--- config.mk ---
export PLATFORM = sky130hd
export DESIGN_NAME = nic_cmd_irq
export DESIGN_NICKNAME = d
export VERILOG_FILES = /design/src/rtl/nic_cmd_irq_pkg.sv /design/src/rtl/nic_reg_port.sv /design/src/rtl/nic_cmd_unit.sv /design/src/rtl/nic_int_unit.sv /design/src/rtl/nic_cmd_irq.sv
export SDC_FILE = /design/constraint.sdc
export NUM_CORES = 1
export LEC_CHECK = 0
export BUFFER_PORTS_ARGS = -buffer_cell sky130_fd_sc_hd__buf_2
export CORE_ASPECT_RATIO = 0.6
export CORE_MARGIN = 2
export CORE_UTILIZATION = 25
export CTS_CLUSTER_SIZE = 16
export DETAILED_ROUTE_END_ITERATION = 12
export GPL_ROUTABILITY_DRIVEN = 0
export HOLD_SLACK_MARGIN = 0.12
export PLACE_DENSITY = 0.46
export SLEW_MARGIN = 30
export SYNTH_ARGS = -nofsm -noshare
export SYNTH_HDL_FRONTEND = slang
export SYNTH_HIERARCHICAL = 1
export SYNTH_SLANG_ARGS = --single-unit
--- constraint.sdc ---
create_clock -name clk -period 3 [get_ports clk]
set_input_delay 0.3 -clock clk [delete_from_list [all_inputs] [get_ports clk]]
set_output_delay 0.3 -clock clk [all_outputs]
set_load 0.02 [all_outputs]
--- src/rtl/nic_cmd_irq_pkg.sv ---
package nic_cmd_irq_pkg;
  typedef enum logic [1:0] {
    ST_RUN   = 2'd0,
    ST_DRAIN = 2'd1,
    ST_HALT  = 2'd2
  } run_state_e;

  localparam int EV_N = 7;
  localparam logic [2:0] DMA_ILLEGAL = 3'b000;
  localparam logic [2:0] DMA_IDLE    = 3'b100;
  localparam logic [1:0] PAGE_RSVD   = 2'b11;
endpackage

--- src/rtl/nic_reg_port.sv ---
module nic_reg_port #(
  parameter int ADDR_W   = 4,
  parameter int OFS_CMD  = 0,
  parameter int OFS_STAT = 1,
  parameter int OFS_MASK = 2
) (
  input  logic              reg_wr,
  input  logic [ADDR_W-1:0] reg_addr,
  input  logic [1:0]        page,
  input  logic [7:0]        cmd_rd,
  input  logic [7:0]        stat_rd,
  input  logic [7:0]        mask_rd,
  output logic              wr_cmd,
  output logic              wr_stat,
  output logic              wr_mask,
  output logic [7:0]        reg_rdata
);
  localparam logic [ADDR_W-1:0] A_CMD  = ADDR_W'(OFS_CMD);
  localparam logic [ADDR_W-1:0] A_STAT = ADDR_W'(OFS_STAT);
  localparam logic [ADDR_W-1:0] A_MASK = ADDR_W'(OFS_MASK);

  logic pg0;
  logic hit_cmd, hit_stat, hit_mask;

  assign pg0      = (page == 2'd0);
  assign hit_cmd  = (reg_addr == A_CMD);
  assign hit_stat = pg0 && (reg_addr == A_STAT);
  assign hit_mask = pg0 && (reg_addr == A_MASK);

  assign wr_cmd  = reg_wr && hit_cmd;
  assign wr_stat = reg_wr && hit_stat;
  assign wr_mask = reg_wr && hit_mask;

  always_comb begin
    reg_rdata = 8'h00;
    if (hit_cmd)       reg_rdata = cmd_rd;
    else if (hit_stat) reg_rdata = stat_rd;
    else if (hit_mask) reg_rdata = mask_rd;
  end
endmodule

--- src/rtl/nic_cmd_unit.sv ---
module nic_cmd_unit
  import nic_cmd_irq_pkg::*;
(
  input  logic       clk,
  input  logic       rst_n,
  input  logic       wr_cmd,
  input  logic [7:0] wdata,
  input  logic       tx_busy,
  input  logic       rx_busy,
  input  logic       tx_end,
  input  logic       ring_pop,
  input  logic       ovw_ev,
  output logic       halted,
  output logic       rst_flag,
  output logic       tx_req,
  output logic [2:0] dma_op,
  output logic       dma_go,
  output logic       dma_abort,
  output logic [1:0] page,
  output logic [7:0] cmd_rd
);
  run_state_e state, state_n;
  logic       ovw_pend;
  logic       stop_w, start_w, idle;
  logic [2:0] code;
  logic [1:0] pg_code;

  assign stop_w  = wr_cmd && wdata[0];
  assign start_w = wr_cmd && wdata[1] && !wdata[0];
  assign idle    = !tx_busy && !rx_busy;
  assign code    = wdata[5:3];
  assign pg_code = wdata[7:6];

  always_comb begin
    state_n = state;
    if (stop_w) begin
      if (idle || state == ST_HALT) state_n = ST_HALT;
      else                          state_n = ST_DRAIN;
    end else if (start_w) begin
      state_n = ST_RUN;
    end else if (state == ST_DRAIN && idle) begin
      state_n = ST_HALT;
    end
  end

  always_ff @(posedge clk or negedge rst_n) begin
    if (!rst_n) begin
      state     <= ST_HALT;
      ovw_pend  <= 1'b0;
      tx_req    <= 1'b0;
      dma_op    <= DMA_IDLE;
      dma_go    <= 1'b0;
      dma_abort <= 1'b0;
      page      <= 2'd0;
    end else begin
      state <= state_n;
      if (ovw_ev)                    ovw_pend <= 1'b1;
      else if (start_w || ring_pop)  ovw_pend <= 1'b0;
      if (wr_cmd && wdata[2])        tx_req <= 1'b1;
      else if (tx_end)               tx_req <= 1'b0;
      if (wr_cmd && code != DMA_ILLEGAL) dma_op <= code;
      dma_go    <= wr_cmd && !code[2] && (code != DMA_ILLEGAL);
      dma_abort <= wr_cmd && code[2];
      if (wr_cmd && pg_code != PAGE_RSVD) page <= pg_code;
    end
  end

  assign halted   = (state == ST_HALT);
  assign rst_flag = halted || ovw_pend;
  assign cmd_rd   = {page, dma_op, tx_req, state == ST_RUN, state != ST_RUN};

  p_halt_idle_r2: assert property (@(posedge clk) disable iff (!rst_n)
    $rose(halted) |-> $past(!tx_busy && !rx_busy));
  p_start_clr_r3: assert property (@(posedge clk) disable iff (!rst_n)
    (start_w && !ovw_ev) |=> !rst_flag);
  p_ovw_sets_r4: assert property (@(posedge clk) disable iff (!rst_n)
    ovw_ev |=> rst_flag);
  p_txreq_hold_r5: assert property (@(posedge clk) disable iff (!rst_n)
    (tx_req && !tx_end) |=> tx_req);
  p_dma_onehot_r6: assert property (@(posedge clk) disable iff (!rst_n)
    $onehot0({dma_go, dma_abort}));
  p_page_legal_r7: assert property (@(posedge clk) disable iff (!rst_n)
    page != PAGE_RSVD);
endmodule

--- src/rtl/nic_int_unit.sv ---
module nic_int_unit
  import nic_cmd_irq_pkg::*;
(
  input  logic            clk,
  input  logic            rst_n,
  input  logic [EV_N-1:0] evt,
  input  logic            wr_stat,
  input  logic            wr_mask,
  input  logic [EV_N-1:0] wdata,
  input  logic            rst_flag,
  output logic [7:0]      stat_rd,
  output logic [7:0]      mask_rd,
  output logic            irq
);
  logic [EV_N-1:0] stat, mask;

  for (genvar i = 0; i < EV_N; i++) begin : g_bit
    always_ff @(posedge clk or negedge rst_n) begin
      if (!rst_n) begin
        stat[i] <= 1'b0;
        mask[i] <= 1'b0;
      end else begin
        if (evt[i])                    stat[i] <= 1'b1;
        else if (wr_stat && wdata[i])  stat[i] <= 1'b0;
        if (wr_mask)                   mask[i] <= wdata[i];
      end
    end
  end

  assign irq     = |(stat & mask);
  assign stat_rd = {rst_flag, stat};
  assign mask_rd = {1'b0, mask};

  p_event_sets_r8: assert property (@(posedge clk) disable iff (!rst_n)
    (|evt) |=> ((stat & $past(evt)) == $past(evt)));
  p_w1c_r9: assert property (@(posedge clk) disable iff (!rst_n)
    wr_stat |=> ((stat & $past(wdata & ~evt)) == '0));
  p_irq_mask_r11: assert property (@(posedge clk) disable iff (!rst_n)
    (mask == '0) |-> !irq);
endmodule

--- src/rtl/nic_cmd_irq.sv ---
module nic_cmd_irq
  import nic_cmd_irq_pkg::*;
#(
  parameter int ADDR_W   = 4,
  parameter int OFS_CMD  = 0,
  parameter int OFS_STAT = 1,
  parameter int OFS_MASK = 2
) (
  input  logic              clk,
  input  logic              rst_n,
  input  logic              reg_wr,
  input  logic [ADDR_W-1:0] reg_addr,
  input  logic [7:0]        reg_wdata,
  output logic [7:0]        reg_rdata,
  input  logic              tx_busy,
  input  logic              rx_busy,
  input  logic              tx_end,
  input  logic              ring_pop,
  input  logic [EV_N-1:0]   evt_in,
  output logic              irq,
  output logic              halted,
  output logic              tx_req,
  output logic [2:0]        dma_op,
  output logic              dma_go,
  output logic              dma_abort,
  output logic [1:0]        page
);
  localparam int OVW_BIT = 4;

  logic       wr_cmd, wr_stat, wr_mask;
  logic       rst_flag;
  logic [7:0] cmd_rd, stat_rd, mask_rd;

  nic_reg_port #(
    .ADDR_W(ADDR_W), .OFS_CMD(OFS_CMD), .OFS_STAT(OFS_STAT), .OFS_MASK(OFS_MASK)
  ) u_port (
    .reg_wr(reg_wr), .reg_addr(reg_addr), .page(page),
    .cmd_rd(cmd_rd), .stat_rd(stat_rd), .mask_rd(mask_rd),
    .wr_cmd(wr_cmd), .wr_stat(wr_stat), .wr_mask(wr_mask),
    .reg_rdata(reg_rdata)
  );

  nic_cmd_unit u_cmd (
    .clk(clk), .rst_n(rst_n), .wr_cmd(wr_cmd), .wdata(reg_wdata),
    .tx_busy(tx_busy), .rx_busy(rx_busy), .tx_end(tx_end),
    .ring_pop(ring_pop), .ovw_ev(evt_in[OVW_BIT]),
    .halted(halted), .rst_flag(rst_flag), .tx_req(tx_req),
    .dma_op(dma_op), .dma_go(dma_go), .dma_abort(dma_abort),
    .page(page), .cmd_rd(cmd_rd)
  );

  nic_int_unit u_int (
    .clk(clk), .rst_n(rst_n), .evt(evt_in), .wr_stat(wr_stat),
    .wr_mask(wr_mask), .wdata(reg_wdata[EV_N-1:0]), .rst_flag(rst_flag),
    .stat_rd(stat_rd), .mask_rd(mask_rd), .irq(irq)
  );

  p_drain_hold_r2: assert property (@(posedge clk) disable iff (!rst_n)
    (!halted && (tx_busy || rx_busy) && !reg_wr) |=> !halted);
  p_rst_bit_r12: assert property (@(posedge clk) disable iff (!rst_n)
    (page != 2'd0 && reg_addr != ADDR_W'(OFS_CMD)) |-> reg_rdata == 8'h00);
endmodule

* Word level (Yosys, flattened, before mapping)
Cells that the tools add are included.
Widths: inputs -> output; s select.
** Word-level totals
- Register bits :: 25
- Input bits :: 26
- Output and inout bits :: 18
- Word-level logic and storage cells :: 98
** Operators by class
- Eq/ne operators :: 5
- Mux-type cells :: 25
- Bitwise logic cells :: 1
- Reduce and logical (&&, ||, !) cells :: 46
** Operators with widths (number)
- $logic_and 1x1->1 :: 23
- $reduce_bool 2->1 :: 10
- $mux 1 :: 18
- $mux 8 :: 2
- $mux 2 :: 4
- $and 7x7->7 :: 1
- $mux 7 :: 1
- $reduce_or 7->1 :: 1
- $reduce_bool 3->1 :: 2
- $eq 4x1->1 const B :: 1
- $eq 4x2->1 const B :: 1
- $logic_not 1->1 :: 4
- $logic_not 2->1 :: 2
- $logic_not 4->1 :: 1
- $logic_or 1x1->1 :: 3
- $eq 2x1->1 const B :: 1
- $eq 2x2->1 const B :: 1
- $ne 2x2->1 const B :: 1

* Depth between registers and ports, before layout
Gate-level depths: netlist of the first run.
- Depth in word-level cells :: 7
- Depth in mapped cells :: 6
- Depth with buffers taken out :: 5

* Hierarchy
Netlist of the first run, hierarchy kept.
** By module, submodules not included
- nic_int_unit :: instances 1, cells an instance 43, area each 595.6 um^2, sequential area each 350.3 um^2
- nic_cmd_unit :: instances 1, cells an instance 53, area each 534.3 um^2, sequential area each 277.8 um^2
- nic_reg_port :: instances 1, cells an instance 35, area each 200.2 um^2, sequential area each 0.0 um^2

* Least setup slack after synthesis of the first run
OpenSTA, ideal clock, no wires.
- Path kind :: reg-to-output
- From :: register u_cmd.state[1]
- To :: output reg_rdata[7]
- Data arrival time :: 1.557 ns
- Data required time :: 2.700 ns
- Setup slack :: 1.143 ns
- Cell stages (with the launch flop) :: 7
- Buffers on the path :: 1
- Cell sequence :: dfstp_2 inv_1 nor2_1 or2_2 buf_4 a22oi_1 o21ai_1
** Between the ends
- Word-level cells in the longest chain between the ends :: 4
** Ends and longest elaborated chain
- start: declaration :: line nic_cmd_unit.sv:22 : run_state_e state, state_n;
- start signal: assignment :: line nic_cmd_unit.sv:56 : state <= state_n;
- $eq 2x2->1 :: line nic_cmd_unit.sv:68 : assign halted = (state == ST_HALT);
- net halted :: line nic_cmd_irq.sv:21 : output logic halted,
- $logic_or 1x1->1 :: line nic_cmd_unit.sv:69 : assign rst_flag = halted || ovw_pend;
- net rst_flag :: line nic_cmd_irq.sv:31 : logic rst_flag;
- $mux 8 :: line nic_reg_port.sv:37 : else if (hit_stat) reg_rdata = stat_rd;
- $mux 8 :: line nic_reg_port.sv:36 : if (hit_cmd) reg_rdata = cmd_rd;
- end: declaration :: line nic_cmd_irq.sv:14 : output logic [7:0] reg_rdata,
The timed path passes the listed nets, and every way through them passes these cells.

* Worst setup path after layout of the first run
- From :: register u_cmd.page[1]
- To :: output reg_rdata[1]
** Between the ends
- Word-level cells in the longest chain between the ends :: 5
- Elaborated cells between the ends (all ways) :: 6
- Classes of those cells :: mux (3); reduce/logical (3)
** Ends and longest elaborated chain
- start: declaration :: line nic_cmd_unit.sv:19 : output logic [1:0] page,
- start signal: assignment :: line nic_cmd_unit.sv:64 : if (wr_cmd && pg_code != PAGE_RSVD) page <= pg_code;
- $logic_not 2->1 * :: line nic_reg_port.sv:25 : assign pg0 = (page == 2'd0);
- $logic_and 1x1->1 :: line nic_reg_port.sv:28 : assign hit_mask = pg0 && (reg_addr == A_MASK);
- $mux 7 :: line nic_reg_port.sv:38 : else if (hit_mask) reg_rdata = mask_rd;
- $mux 8 * :: line nic_reg_port.sv:37
- $mux 8 * :: line nic_reg_port.sv:36
Every way passes the cells marked *; elsewhere a longest branch is shown, timed or not.

==> impl_metrics.yaml, run 1 <==
status:
  outcome: "finished clean"
clocking:
  cts.sinks: 25
  cts_resized: 0
  post_cts.repair.setup_buffers: 0
  clkLatencyLatePin_ns: 0.27
  cts_tree: "done"
  root_buffer: "clkbuf_8"
  clk_pin_slew_ns: 0.09
  numCtsBuffers: 3
  cts_max_path_buffers: 2
  holdBufCountCts: 1
  h-tree-depth: 1
synth:
  yosys.area.top_type: "dfrtp_1"
  synth-main-ff-cell: "dfrtp_1"
  syn-num-nets: 157
  synth_edf_count: 0
  postSynthCellCount: 131
  seq_area_frac_synth: 0.472
  yosys_warnings: 6
  avgSynthCellArea_um2: 10.2
  yosys-top-cells-area: "dfrtp_1 43%, mux2_4 7.9%, a22oi_1 5.6%"
  async_flop_share: 1.00
  syn_area_um2: 1330
  ys_ff_latch: 25
  synth_cell_types: 33
  netlist.area_leader.share: 0.433
placed_design:
  hpwlAfterDp_mm: 2.68
  placed_area_um2: 1540
  dp_slack_ns: 1.04
  io_buffers: 43
timing:
  fin_skew_ns: 0.00182
  fmax_mhz: 470
  worst_slew_pin_slew_ns: 0.713
  hold_violations: 0
  finalSetupViolations: 0
  fin_tns_setup_ns: 0
  relSlewSlack: 0.523
  finalCritPeriodShare: 0.710
  rsz0062_at_grt: "no"
  fin_crit_ns: 2.13
  slew_violations: 0
  layout_setup_ws_ns: 0.871
route:
  first_iter_violations: 62
  drc: 0
  wl_per_cell_um: 15.1
  drt_first_pass_iters: 4
  routed_wl_mm: 3.53
  met3_length_um: 202
  met2_length_mm: 1.37
  top_layer: "met4"
  wl_met1_mm: 1.94
  num_vias: 1070
  ant_nets: 0
  vias_per_cell: 4.59
worst_setup_path:
  crit_path_start: "u_cmd/page[1]$_DFFE_PN0P_"
  rr_endpoint: "u_int/mask_rd[1]$_DFFE_PN0P_"
  arrival_ns: 1.83
  critPathKind: "register to primary output"
  worstSetupPathDepth: 3
  cp-end-kind: "primary output"
  critPathMaxStageDelay_ns: 0.66
  crit_chain: "or4_1 -> o21ai_1 -> buf_2"
  regToRegSetupSlack_ns: 1.32
  critPathLaunchType: "register"
  endpoint: "reg_rdata[1]"
  crit_family: "simple AND/OR/NAND/NOR gates"
  r2r.worst_path.cells: 3
  required_ns: 2.70
  worstPathMaxFanout: 8
  cpMaxStageDelayCell: "or4_1"
  crit_buf_inv: 1
  reg2reg_from: "u_cmd/page[1]$_DFFE_PN0P_"
floorplan:
  start_util: 0.261
  core_um2: 5100
  ios: 44
  chipWidth_um: 98.2
  dieHeight_um: 60.5
  core.rowCount: 20
  dieArea_um2: 5940
global_routing:
  antenna_found_initial: 0
  grt_pass1_vias: 1034
  grtUsageTotal: 0.122
  grt_max_degree: 26
  grt_first_pass_wirelength_mm: 5.46
  grt-ovfl-total: 0
layout:
  final_common_cell: "buf_2"
  layout-drive-gt1-share: 0.383
  layout_common_cells: "43 x buf_2, 23 x dfrtp_1, 18 x nand2_1"
  diodes: 0
  nets: 194
  final_area_um2: 1600
  nFillCells: 556
  area_growth_pct: 20.2
power_and_ir_drop:
  peakVddDrop_v: 0.000151
  powerDensity_nw_per_um2: 575
  leakage_uw: 0.000738
hold_path:
  hold_path_class: "input port to register"
run:
  drv_cap: 0
## worst min path at each step
stage	from	end	slack, ns	cells past startpoint
2_1_floorplan	rst_n	u_cmd/dma_abort$_DFF_PN0_	0.004	0
3_3_place_gp	rst_n	u_int/stat_rd[5]$_DFFE_PN0P_	0.33	1
3_5_place_dp	rst_n	u_int/stat_rd[5]$_DFFE_PN0P_	0.34	1
4_1_cts	evt_in[1]	u_int/stat_rd[1]$_DFFE_PN0P_	0.19	2
5_1_grt	evt_in[6]	u_int/stat_rd[6]$_DFFE_PN0P_	0.20	2
6_report	evt_in[1]	u_int/stat_rd[1]$_DFFE_PN0P_	0.20	2
## synth_stat cells, drive strengths merged, types with 2 or more instances
cell type  count
and2           2
nor2b          5
a22o           2
a22oi         10
nand2         18
a21o          10
a21oi          2
buf           11
nor4           2
dfrtp         23
inv            4
clkbuf         2
nor2           7
o21ai         12
mux2           7
and3           2
or2            2
dfstp          2
## kinds of logic after synthesis
kind of cell / share of synthesized area
other: 0.00282
multiplexers: 0.0790
AND/OR/NAND/NOR: 0.150
flip-flops: 0.472
buffers and inverters: 0.0800
AO/OA/AOI/OAI: 0.216
## power by group
part / internal, uW / switching (uW) / total (uW) / leakage (uW)
sequential: 400 / 48.8 / 449 / 0.000287
combinational: 124 / 143 / 267 / 0.000428
clock: 95.1 / 108 / 203 / 0.0000228
## layout make-up
class	instances	area (um^2)	area share
Inverter	4	15.0	0.00939
Clock buffer	4	45.0	0.0282
Sequential cell	25	628	0.393
Timing Repair Buffer	45	233	0.146
Multi-Input combinational cell	89	596	0.372
Tap cell	66	82.6	0.0516
## state kept, by name, indices dropped and copies added, names as in the netlist
name / flops
u_int/mask_rd: 7
u_int/stat_rd: 7
u_cmd/dma_op: 3
u_cmd/page: 2
u_cmd/state: 2
u_cmd/dma_abort: 1
u_cmd/dma_go: 1
u_cmd/ovw_pend: 1
u_cmd/tx_req: 1
## per-stage QoR
stage,power (uW),hold WS [ns],cells,util
2_1_floorplan,648,0.00441,131,-
3_3_place_gp,714,0.327,228,0.302
3_5_place_dp,722,0.339,228,0.302
4_1_cts,932,0.195,233,0.313
5_1_grt,973,0.197,233,0.313
6_report,919,0.202,233,0.313
## routing by layer
layer / up-vias / global-route usage
met5: - / 0
met4: 0 / 0.0235
met3: 2 / 0.0392
met2: 33 / 0.174
met1: 510 / 0.182
li1: 525 / -
Power figures use the tool's default switching activity.
==> run 2, diff against run 1 <==
--- a/config.mk
+++ b/config.mk
@@ -13,7 +13,7 @@
 export DETAILED_ROUTE_END_ITERATION = 12
 export GPL_ROUTABILITY_DRIVEN = 0
 export HOLD_SLACK_MARGIN = 0.12
-export PLACE_DENSITY = 0.46
+export PLACE_DENSITY = 0.48
 export SLEW_MARGIN = 30
 export SYNTH_ARGS = -nofsm -noshare
 export SYNTH_HDL_FRONTEND = slang
==> constraint.sdc (replaced) <==
create_clock -name clk -period 1.9 [get_ports clk]
set_input_delay 0.19 -clock clk [delete_from_list [all_inputs] [get_ports clk]]
set_output_delay 0.19 -clock clk [all_outputs]
set_load 0.02 [all_outputs]
==> run 2 against run 1 <==
Against the previous run: die area unchanged; final cell count up 4.3%; via count is 4.0% higher; critical path type unchanged.
==> impl_metrics.yaml, run 2 (synthesis gave the netlist of run 1 again) <==
worst_setup_path:
  critPathKind: "register to primary output"
  reg2reg_from: "u_cmd/page[1]$_DFFE_PN0P_"
  arrival_ns: 1.65
  critPathLaunchType: "register"
  required_ns: 1.71
  worstPathMaxFanout: 8
  cp-end-kind: "primary output"
  crit_path_start: "u_cmd/page[1]$_DFFE_PN0P_"
timing:
  slew_violations: 0
  rsz0062_at_grt: "yes"
  finalCritPeriodShare: 0.966
  finalSetupViolations: 0
  hold_slack_ns: 0.129
  fin_skew_ns: 0.00110
  fin_tns_setup_ns: 0
  hold_violations: 0
  fmax_mhz: 545
  worst_slew_pin_slew_ns: 0.575
  fin_crit_ns: 1.84
  layout_setup_ws_ns: 0.0649
  relSlewSlack: 0.617
clocking:
  clk_pin_slew_ns: 0.08
  cts_tree: "done"
  numCtsBuffers: 3
  root_buffer: "clkbuf_8"
  cts_max_path_buffers: 2
  h-tree-depth: 1
  cts.sinks: 25
  clkLatencyLatePin_ns: 0.26
  post_cts.repair.setup_buffers: 0
route:
  num_vias: 1113
  vias_per_cell: 4.58
  drt_first_pass_iters: 4
  ant_nets: 0
  drc: 0
  wl_per_cell_um: 14.5
  routed_wl_mm: 3.53
  first_iter_violations: 29
power_and_ir_drop:
  p_seq_frac: 0.490
  leakage_uw: 0.000785
  swShare: 0.316
  power.combinational.fraction: 0.296
  p_clk_frac: 0.214
  peakVddDrop_v: 0.000285
  powerDensity_nw_per_um2: 855
  switching_power_uw: 457
  intPower_uw: 991
floorplan:
  dieHeight_um: 60.5
  ios: 44
  dieArea_um2: 5940
  core_um2: 5100
  chipWidth_um: 98.2
  core.rowCount: 20
  start_util: 0.261
placed_design:
  hpwlAfterDp_mm: 2.65
  placed_area_um2: 1570
  dp_slack_ns: 0.199
  io_buffers: 43
layout:
  diodes: 0
  final_util: 0.332
  layout-drive-gt1-share: 0.390
  nets: 204
  final_common_cell: "buf_2"
  area_growth_pct: 27.3
  nFillCells: 553
  seqCellArea_um2: 628
  final_area_um2: 1690
  layout_common_cells: "43 x buf_2, 23 x dfrtp_1, 18 x nand2_1"
  multi_input_area_um2: 599
global_routing:
  antenna_found_initial: 0
  grt-ovfl-total: 0
  grtUsageTotal: 0.126
  grt_max_degree: 26
  grt_first_pass_wirelength_mm: 5.73
  grt_pass1_vias: 1154
hold_path:
  hp-start: "tx_end"
  hold_path_class: "input port to register"
status:
  outcome: "finished clean"
run:
  drv_cap: 0
-- run 2: through the flow --
| step | std cells | power, uW |
|---|---|---|
| floorplan | 131 | 1020 |
| global placement | 232 | 1130 |
| detailed placement | 232 | 1140 |
| CTS | 243 | 1470 |
| global route | 243 | 1550 |
| finish | 243 | 1450 |
-- run 2: what timing repair did --
action / CTS / global route
gates resized for setup: 1 / 0
endpoints found under the setup margin: 8 / 3
hold endpoints to repair: 29 / 0
hold buffers: 7 / 0
-- run 2: worst paths after layout --
check | to | slack, ns | cells after the start
hold / removal | u_cmd/tx_req$_DFFE_PN0P_ | 0.13 | 2
max in group asynchronous | u_int/stat_rd[0]$_DFFE_PN0P_ | 1.06 | 2
min in group asynchronous | u_cmd/dma_abort$_DFF_PN0_ | 0.46 | 2
setup reg to reg | u_int/stat_rd[4]$_DFFE_PN0P_ | 0.32 | 4
hold reg to reg | u_cmd/ovw_pend$_DFFE_PN0P_ | 0.50 | 1
setup / recovery | reg_rdata[6] | 0.06 | 3
-- run 2: power by group through the flow --
stage	combinational (uW)	clock [uW]	sequential, uW
after floorplan	329	0	694
after global placement	416	0	711
after detailed placement	421	0	717
after CTS	435	331	709
after global routing	473	351	725
final	428	310	709
-- run 2: cell type report --
class / count / area share
multi-input combinational: 89 / 0.354
sequential: 25 / 0.371
tap: 66 / 0.0488
inverter: 4 / 0.00887
timing repair buffer: 55 / 0.191
clock buffer: 4 / 0.0266
-- run 2: per-layer routing --
layer,wire [um],share of wire,track usage,vias to the layer above
met5,0,0,0,-
met4,0,0,0.0176,0
met3,193,0.055,0.0392,0
met2,1510,0.43,0.194,30
met1,1830,0.52,0.181,538
li1,-,-,-,545
-- run 2: worst max-delay path, cell delays in order (launching register included) --
cell     delay [ns]
dfrtp_1        0.42
or4_4          0.57
o21ai_1        0.20
buf_2          0.19
